<file path="config.mk">
export PLATFORM = sky130hd
export DESIGN_NAME = bus_guard
export DESIGN_NICKNAME = d
export VERILOG_FILES = /design/src/rtl/guard_pkg.sv /design/src/rtl/guard_rule_table.sv /design/src/rtl/guard_match.sv /design/src/rtl/guard_fault_log.sv /design/src/rtl/bus_guard.sv
export SDC_FILE = /design/constraint.sdc
export NUM_CORES = 2
export LEC_CHECK = 0
export ABC_AREA = 1
export BUFFER_PORTS_ARGS = -buffer_cell sky130_fd_sc_hd__buf_2
export CAP_MARGIN = 0
export CELL_PAD_IN_SITES_DETAIL_PLACEMENT = 1
export CELL_PAD_IN_SITES_GLOBAL_PLACEMENT = 1
export CORE_MARGIN = 10
export CORE_UTILIZATION = 45
export DETAILED_ROUTE_END_ITERATION = 7
export GPL_TIMING_DRIVEN = 0
export PLACE_DENSITY_LB_ADDON = 0.3
export SYNTH_ARGS = -nofsm -noshare
export SYNTH_HDL_FRONTEND = slang
export SYNTH_HIERARCHICAL = 1
export SYNTH_SLANG_ARGS = --single-unit
</file>
<file path="constraint.sdc">
create_clock -name clk -period 4.9 [get_ports clk]
set_input_delay 0.735 -clock clk [delete_from_list [all_inputs] [get_ports clk]]
set_output_delay 0.735 -clock clk [all_outputs]
set_load 0.01 [all_outputs]
</file>
<file path="src/rtl/guard_pkg.sv">
package guard_pkg;
    localparam int ID_W   = 5;
    localparam int ADDR_W = 32;
    localparam int DATA_W = 32;
    localparam int CFG_AW = 6;
    localparam int CTRL_ID_LSB = 8;

    typedef struct packed {
        logic              valid;
        logic [ID_W-1:0]   id;
        logic              rd_en;
        logic              wr_en;
        logic              need_sec;
        logic              need_priv;
        logic [ADDR_W-1:0] lo;
        logic [ADDR_W-1:0] hi;
    } rule_t;

    typedef struct packed {
        logic [ID_W-1:0]   id;
        logic [ADDR_W-1:0] addr;
        logic              write;
        logic              secure;
        logic              priv;
    } xact_t;

    typedef enum logic [1:0] {
        FLD_CTRL = 2'd0,
        FLD_LO   = 2'd1,
        FLD_HI   = 2'd2,
        FLD_RSV  = 2'd3
    } field_e;

    function automatic logic [DATA_W-1:0] pack_ctrl(rule_t r);
        logic [DATA_W-1:0] d;
        d = '0;
        d[0] = r.valid;
        d[1] = r.rd_en;
        d[2] = r.wr_en;
        d[3] = r.need_sec;
        d[4] = r.need_priv;
        d[CTRL_ID_LSB +: ID_W] = r.id;
        return d;
    endfunction

    function automatic rule_t apply_ctrl(rule_t r, logic [DATA_W-1:0] d);
        rule_t n;
        n = r;
        n.valid     = d[0];
        n.rd_en     = d[1];
        n.wr_en     = d[2];
        n.need_sec  = d[3];
        n.need_priv = d[4];
        n.id        = d[CTRL_ID_LSB +: ID_W];
        return n;
    endfunction

    function automatic logic rule_grants(rule_t r, xact_t x);
        logic in_win, op_ok, attr_ok;
        in_win  = (x.addr >= r.lo) && (x.addr <= r.hi);
        op_ok   = x.write ? r.wr_en : r.rd_en;
        attr_ok = (!r.need_sec || x.secure) && (!r.need_priv || x.priv);
        return r.valid && (r.id == x.id) && in_win && op_ok && attr_ok;
    endfunction
endpackage

</file>
<file path="src/rtl/guard_rule_table.sv">
module guard_rule_table
    import guard_pkg::*;
#(
    parameter int N_RULES = 8
) (
    input  logic                  clk,
    input  logic                  rst,
    input  logic                  wr_en,
    input  logic [CFG_AW-1:0]     addr,
    input  logic [DATA_W-1:0]     wdata,
    output rule_t [N_RULES-1:0]   rules,
    output logic [DATA_W-1:0]     rdata
);
    localparam int SEL_W = CFG_AW - 3;

    logic [SEL_W-1:0] sel;
    field_e           fld;

    assign sel = addr[CFG_AW-2:2];
    assign fld = field_e'(addr[1:0]);

    for (genvar k = 0; k < N_RULES; k++) begin : g_entry
        always_ff @(posedge clk) begin
            if (rst) begin
                rules[k] <= '0;
            end else if (wr_en && !addr[CFG_AW-1] && int'(sel) == k) begin
                case (fld)
                    FLD_CTRL: rules[k] <= apply_ctrl(rules[k], wdata);
                    FLD_LO:   rules[k].lo <= wdata[ADDR_W-1:0];
                    FLD_HI:   rules[k].hi <= wdata[ADDR_W-1:0];
                    default:  ;
                endcase
            end
        end
    end

    always_comb begin
        rdata = '0;
        for (int k = 0; k < N_RULES; k++) begin
            if (int'(sel) == k) begin
                case (fld)
                    FLD_CTRL: rdata = pack_ctrl(rules[k]);
                    FLD_LO:   rdata = rules[k].lo;
                    FLD_HI:   rdata = rules[k].hi;
                    default:  rdata = '0;
                endcase
            end
        end
    end
endmodule

</file>
<file path="src/rtl/guard_match.sv">
module guard_match
    import guard_pkg::*;
#(
    parameter int N_RULES = 8
) (
    input  rule_t [N_RULES-1:0] rules,
    input  xact_t               xact,
    output logic                granted
);
    logic [N_RULES-1:0] hit;

    for (genvar k = 0; k < N_RULES; k++) begin : g_cmp
        assign hit[k] = rule_grants(rules[k], xact);
    end

    assign granted = |hit;
endmodule

</file>
<file path="src/rtl/guard_fault_log.sv">
module guard_fault_log
    import guard_pkg::*;
(
    input  logic              clk,
    input  logic              rst,
    input  logic              viol,
    input  xact_t             xact,
    input  logic              clr,
    output logic              flag,
    output logic              ovf,
    output logic [ID_W-1:0]   rec_id,
    output logic [ADDR_W-1:0] rec_addr,
    output logic              rec_write
);
    always_ff @(posedge clk) begin
        if (rst) begin
            flag      <= 1'b0;
            ovf       <= 1'b0;
            rec_id    <= '0;
            rec_addr  <= '0;
            rec_write <= 1'b0;
        end else if (viol) begin
            if (!flag || clr) begin
                flag      <= 1'b1;
                ovf       <= 1'b0;
                rec_id    <= xact.id;
                rec_addr  <= xact.addr;
                rec_write <= xact.write;
            end else begin
                ovf <= 1'b1;
            end
        end else if (clr) begin
            flag <= 1'b0;
            ovf  <= 1'b0;
        end
    end
endmodule

</file>
<file path="src/rtl/bus_guard.sv">
module bus_guard
    import guard_pkg::*;
#(
    parameter int              N_RULES    = 8,
    parameter logic [ID_W-1:0] TRUSTED_ID = '0
) (
    input  logic              clk,
    input  logic              rst,
    input  logic              req_valid,
    input  logic [ID_W-1:0]   req_id,
    input  logic [ADDR_W-1:0] req_addr,
    input  logic              req_write,
    input  logic [DATA_W-1:0] req_wdata,
    input  logic              req_secure,
    input  logic              req_priv,
    output logic              tgt_valid,
    output logic [ADDR_W-1:0] tgt_addr,
    output logic              tgt_write,
    output logic [DATA_W-1:0] tgt_wdata,
    output logic              err_valid,
    output logic [ID_W-1:0]   err_id,
    input  logic              cfg_valid,
    input  logic [ID_W-1:0]   cfg_id,
    input  logic              cfg_write,
    input  logic [CFG_AW-1:0] cfg_addr,
    input  logic [DATA_W-1:0] cfg_wdata,
    output logic [DATA_W-1:0] cfg_rdata,
    output logic              cfg_err,
    output logic              fault_flag,
    output logic              fault_ovf,
    output logic [ID_W-1:0]   fault_id,
    output logic [ADDR_W-1:0] fault_addr,
    output logic              fault_write
);
    xact_t               xact;
    rule_t [N_RULES-1:0] rules;
    logic [DATA_W-1:0]   rule_rdata;
    logic                granted, allow, blocked;
    logic                cfg_ok, tbl_wr, fault_clr;

    assign xact = '{id: req_id, addr: req_addr, write: req_write,
                    secure: req_secure, priv: req_priv};

    assign cfg_ok    = cfg_valid && (cfg_id == TRUSTED_ID);
    assign tbl_wr    = cfg_ok && cfg_write;
    assign fault_clr = tbl_wr && cfg_addr[CFG_AW-1] && cfg_wdata[0];

    guard_rule_table #(.N_RULES(N_RULES)) u_table (
        .clk   (clk),
        .rst   (rst),
        .wr_en (tbl_wr),
        .addr  (cfg_addr),
        .wdata (cfg_wdata),
        .rules (rules),
        .rdata (rule_rdata)
    );

    guard_match #(.N_RULES(N_RULES)) u_match (
        .rules   (rules),
        .xact    (xact),
        .granted (granted)
    );

    assign allow   = granted || (req_id == TRUSTED_ID);
    assign blocked = req_valid && !allow;

    assign tgt_valid = req_valid && allow;
    assign tgt_addr  = req_addr;
    assign tgt_write = req_write;
    assign tgt_wdata = req_wdata;

    always_ff @(posedge clk) begin
        if (rst) begin
            err_valid <= 1'b0;
            err_id    <= '0;
            cfg_err   <= 1'b0;
        end else begin
            err_valid <= blocked;
            err_id    <= req_id;
            cfg_err   <= cfg_valid && !cfg_ok;
        end
    end

    guard_fault_log u_fault (
        .clk       (clk),
        .rst       (rst),
        .viol      (blocked),
        .xact      (xact),
        .clr       (fault_clr),
        .flag      (fault_flag),
        .ovf       (fault_ovf),
        .rec_id    (fault_id),
        .rec_addr  (fault_addr),
        .rec_write (fault_write)
    );

    always_comb begin
        cfg_rdata = '0;
        if (cfg_id == TRUSTED_ID) begin
            if (cfg_addr[CFG_AW-1])
                cfg_rdata = {{(DATA_W-2){1'b0}}, fault_ovf, fault_flag};
            else
                cfg_rdata = rule_rdata;
        end
    end
endmodule

</file>
# [Word-level counts from Yosys, hierarchy flattened]
# Index checks and enable logic that the tools add are counted.
[word_totals] reg_bits=639 input_bits=120 output_inout_bits=145 wordCells=271
[op_classes] magnitude_cmp=16 n_eq_ne=18 muxes=31 n_reduce_logical=134
[op_table] operator="case mux 32 bit (3 select lines)" n=8
[op_table] operator="2-to-1 mux 32 bit" n=10
[op_table] operator="greater-or-equal comparator 32 bit" n=8
[op_table] operator="<= comparator 32 bit" n=8
[op_table] operator="logical AND 1 bit" n=64
[op_table] operator="AND reduction 2 bit" n=26
[op_table] operator="equality test 5 bit" n=8
[op_table] operator="logical NOT 1 bit" n=20
[op_table] operator="logical OR 1 bit" n=18
[op_table] operator="2-to-1 mux 1 bit" n=13
[op_table] operator="equality test 3 bit, second input constant" n=4
[op_table] operator="logical NOT 5 bit" n=2
[op_table] operator="OR reduction 8 bit" n=1
[op_table] operator="equality test 3 x 2 -> 1 bit, second input constant" n=2
[op_table] operator="equality test 3 x 1 -> 1 bit, second input constant" n=1
[op_table] operator="logical NOT 3 bit" n=1
[op_table] operator="equality test 2 x 1 -> 1 bit, second input constant" n=1
[op_table] operator="equality test 2 bit, second input constant" n=1
[op_table] operator="logical NOT 2 bit" n=1
[op_table] operator="!= test 2 x 1 -> 1 bit, second input constant" n=1
[op_table] operator="nonzero test 2 bit" n=1

# [Longest topological paths before layout]
[depth] ltp_word=12 depth_mapped=26 ltp_nobuf=24

# [Hierarchy]
# Netlist, hierarchy kept.
[by_module_without_submodules] module="guard_rule_table" n_inst=1 cells_per_inst=3834 area_each_um2=26302.7 seq_area_each_um2=11851.4
[by_module_without_submodules] module="guard_match" n_inst=1 cells_per_inst=2355 area_each_um2=14305.0 seq_area_each_um2=0.0
[by_module_without_submodules] module="guard_fault_log" n_inst=1 cells_per_inst=259 area_each_um2=1915.6 seq_area_each_um2=800.8
[by_module_without_submodules] module="bus_guard" n_inst=1 cells_per_inst=174 area_each_um2=1093.5 seq_area_each_um2=140.1

# [Worst setup path after synthesis]
# Ideal clock, no wire load.
[synth_path] path_kind="input-to-output" startpoint="in cfg_addr[1]" endpoint="out cfg_rdata[0]" t_arrival_ps=2343 required_ps=4165 path_slack_ps=1822 path_stages=11 path_buffers=3 cell_sequence="buf_2 inv_2 nor2_2 clkbuf_1 buf_1 nand2_1 a31oi_1 nand2_1 nand3_1 nand2_1 a21oi_1"
[synth_via] elab_chain_cells=12 elab_cells_between_ends=21 classes_between="2 x eq/ne; 18 x mux; 1 x reduce/logical"
[synth_lines] item="from (decl)" line_no="bus_guard.sv:25" rtl="input logic [CFG_AW-1:0] cfg_addr,"
[synth_lines] item="equality test 2 bit, or another cell as far along" line_no="guard_rule_table.sv:41" rtl="case (fld)"
[synth_lines] item="case mux 32 bit (3 select lines)" line_no="guard_rule_table.sv:41"
[synth_lines] item="2-to-1 mux 32 bit (7 in a row)" line_no="guard_rule_table.sv:40" rtl="if (int'(sel) == k) begin"
[synth_lines] item="2-to-1 mux 32 bit *" line_no="guard_rule_table.sv:40"
[synth_lines] item="via rule_rdata[0]" line_no="bus_guard.sv:37" rtl="logic [DATA_W-1:0] rule_rdata;"
[synth_lines] item="2-to-1 mux 32 bit *" line_no="bus_guard.sv:100" rtl="if (cfg_addr[CFG_AW-1])"
[synth_lines] item="2-to-1 mux 32 bit *" line_no="bus_guard.sv:99" rtl="if (cfg_id == TRUSTED_ID) begin"
[synth_lines] item="to (decl)" line_no="bus_guard.sv:27" rtl="output logic [DATA_W-1:0] cfg_rdata,"
# The timed path passes the listed nets; every way through them passes the cells marked *.

# [Worst setup path in the final report]
[layout_path] startpoint="in cfg_addr[0]" endpoint="out cfg_rdata[27]"
# The elaborated chain is that of the path after synthesis.

==> impl_metrics.toml <==
[outcome]
status = "complete, but fails checks"
violations = "capacitance limit, slew limit, setup timing"

[placement]
dp_hpwl_um = 174000
dp_cells = 8106
numPortBuffers = 207
gp_congestion = 1.05
placed_cell_area_um2 = 46300

[final_layout]
n_fill_cell = 13100
syn_to_final_growth_pct = 12.1
final-seq-area_um2 = 12800
drive_gt1_share_pct = 7.70
multiInputGateArea_um2 = 25600
finalInstanceArea_um2 = 48900
final_cells = 8251
nets = 7543

[global_routing]
overflow = 0
grtUsageTotal_pct = 38.3
grt_pass1_wl_um = 319000
grt_max_degree = 19
grt_pass1_vias = 48600
use_met1_pct = 50.2
grtUsageMet2_pct = 57.9
globalRouteMet3Util_pct = 8.39
grt_antenna_before_repair = 8
grt_busiest_layer = "met2"

[routing]
drcViolationCount = 0
num_vias = 49200
drtIter0Drc = 5864
drt_pass1_iterations = 6
vias_per_cell = 5.96
wl_per_cell_um = 26.9
drtAntennaViolNets = 0
finalWirelength_um = 222000

[synth]
synth_top_family_by_area = "simple AND/OR/NAND/NOR gates"
syn_nets = 7254
seq_area_frac_synth_pct = 29.3
synthXorXnorAreaFrac_pct = 0.341
ys_ff_latch = 639
syn_avg_cell_area_um2 = 6.59
synth.distinct_cells = 43
synth_area_um2 = 43600
muxShareOfSynthArea_pct = 0
synth_cells = 6622
synth_warnings = 6
synth_compound_area_share_pct = 15.2
synthAdderAreaFrac_pct = 14.7
yosys.area_share.simple_pct = 28.4

[timing]
hold_violations = 0
final.min_clock_period_ps = 5020
worstMarginPinSlew_ps = 1580
max_slew_margin_pct = -5.14
setup_violations = 8
max_freq_mhz = 199
finalClockSkew_ps = 19.9
drv_slew = 13
finalWorstSetupSlack_ps = -124
rsz0062_at_grt = "true"
fin_crit_sh_pct = 103

[worst_setup_path]
reg2reg_from = "u_table/rules[237]"
rr_worst_depth = 21
arrival_ps = 4290
crit_start = "cfg_addr[0]"
cp-start-kind = "input pin"
required_ps = 4160
worstSetupPathType = "input pin to output port"
rrSetupSlack_ps = 900
crit_path_end_kind = "output port"
r2r-end = "u_fault/rec_addr[10]"
cp_max_fo = 10

[die]
fp.dieH_um = 331
num_io_pins = 265
core_area_um2 = 96400
row_count = 114
die_w_um = 331
die_area_um2 = 110000
start_util_pct = 45.2

[power]
p_sw_mw = 3.96
p_seq_share_pct = 40.0
p_leak_nw = 18.8
p_clk_share_pct = 46.1
vdd_drop_max_uv = 237
swShare_pct = 30.2
power_density_nw_per_um2 = 268
internal_power_mw = 9.14
combPwrFrac_pct = 13.9
total_power_mw = 13.1

[worst_hold_path]
hold_start = "cfg_valid"
hold_depth = 3
hold_class = "input pin to flip-flop"
hold-path-endpoint = "cfg_err"

[cts]
cts_tree = "done"
cts_hold_buf = 0
cts_root_buf = "clkbuf_16"
worstSkewPairLatency_ps = 670
clk_pin_slew_worst_paths_ps = 60
clock_path_buffers = 3
htreeDepth = 3
clock-sinks = 639
cts_buffers = 79

[job]
maxCapViolCount = 1
-- per-stage QoR --
| stage | worst slack [ps] | hold slack (ps) | setup TNS (ps) | utilization (%) |
|---|---|---|---|---|
| floorplan | 1820 | 449 | 0 | - |
| global placement | -296 | 461 | -1760 | 48.0 |
| detailed placement | -254 | 467 | -3760 | 48.0 |
| CTS | 6.60 | 281 | 0 | 50.7 |
| global route | -99.6 | 322 | -99.6 | 50.7 |
| finish | -124 | 305 | -324 | 50.7 |
-- worst max path at each step --
stage                               end  slack (ps)  cells after the start
after floorplan            cfg_rdata[0]        1820                     11
after global placement     cfg_rdata[5]        -300                     11
after detailed placement   cfg_rdata[5]        -250                     11
after CTS                 cfg_rdata[27]           7                     12
after global routing      cfg_rdata[27]        -100                     14
final                     cfg_rdata[27]        -120                     14
-- flip-flops by register name, indices dropped and copies added (netlist names) --
name / flops
u_table/rules: 592
u_fault/rec_addr: 32
err_id: 5
u_fault/rec_id: 5
cfg_err: 1
err_valid: 1
u_fault/flag: 1
u_fault/ovf: 1
u_fault/rec_write: 1
-- layer usage --
metal | vias to the layer above | wire length (um)
met1 | 23700 | 90400
li1 | 22100 | -
met5 | - | 41
met2 | 2696 | 93200
met4 | 6 | 14100
met3 | 636 | 24600
-- logic make-up after synthesis --
family / after synthesis
compound gates: 1165
xor+xnor: 17
fa+ha+maj: 512
buf+inv: 1289
flops: 639
simple gates: 3000
-- layout make-up --
class	instances	share of cell area, %
multi-input combinational	4694	52.4
tap	1276	3.27
buffer	475	4.52
inverter	814	6.25
clock inverter	26	0.586
timing repair buffer	208	2.18
sequential	639	26.2
clock buffer	114	4.64
antenna	5	0.0256
-- synth_stat cells, drive strengths merged --
cell	n	share of area, %
a211oi	108	1.9
a21boi	1	0.017
a21o	11	0.19
a21oi	804	9.5
a22o	44	0.88
a31oi	10	0.14
and2	1	0.014
buf	174	2.4
clkbuf	301	2.6
clkinv	21	0.18
dfxtp	639	29
ha	512	15
inv	793	6.8
nand2	2071	18
nand3	206	2.4
nand3b	4	0.069
nand4	263	3.8
nor2	410	3.6
nor3	30	0.38
nor4	11	0.26
o2111ai	3	0.060
o211ai	9	0.15
o21a	32	0.55
o21ai	88	1.0
o21bai	14	0.24
o221ai	3	0.060
o22ai	38	0.55
or2	4	0.057
xnor2	5	0.10
xor2	12	0.24
-- worst max-delay path, cell delays in order --
cell and delay, ps:
buf_2 240, inv_1 180, nor2_1 180, buf_2 400
buf_1 980, nand2_1 100, a21oi_1 440, nor2_1 110
nand3_1 200, nand2_1 180, nand3_1 190, nand2_1 70
nor2_1 110, buf_2 140
-- what timing repair did --
item                                    in CTS  in global routing
buffers inserted                             0                  0
gates resized for setup                      2                  8
endpoints found under the hold margin        0                  0
cloned                                       0                  0
endpoints found under the setup margin      11                 20
-- power groups by stage --
stage | sequential, mW | clock (mW) | combinational, mW
CTS | 5.24 | 6.05 | 1.76
global placement | 5.36 | 0 | 1.68
global route | 5.24 | 6.26 | 1.93
finish | 5.24 | 6.03 | 1.82
floorplan | 5.37 | 0 | 0.904
detailed placement | 5.36 | 0 | 1.74
-- cells in the final DEF (no fill, tap or decap), types with 205 or more instances in the layout --
cell type / n
nand2_1: 2065
inv_1: 779
clkbuf_1: 318
nand4_1: 263
nand3_1: 205
nor2_1: 401
a21oi_1: 772
buf_2: 253
dfxtp_1: 639
ha_1: 512
No activity file was read; power rests on OpenSTA's default activity.
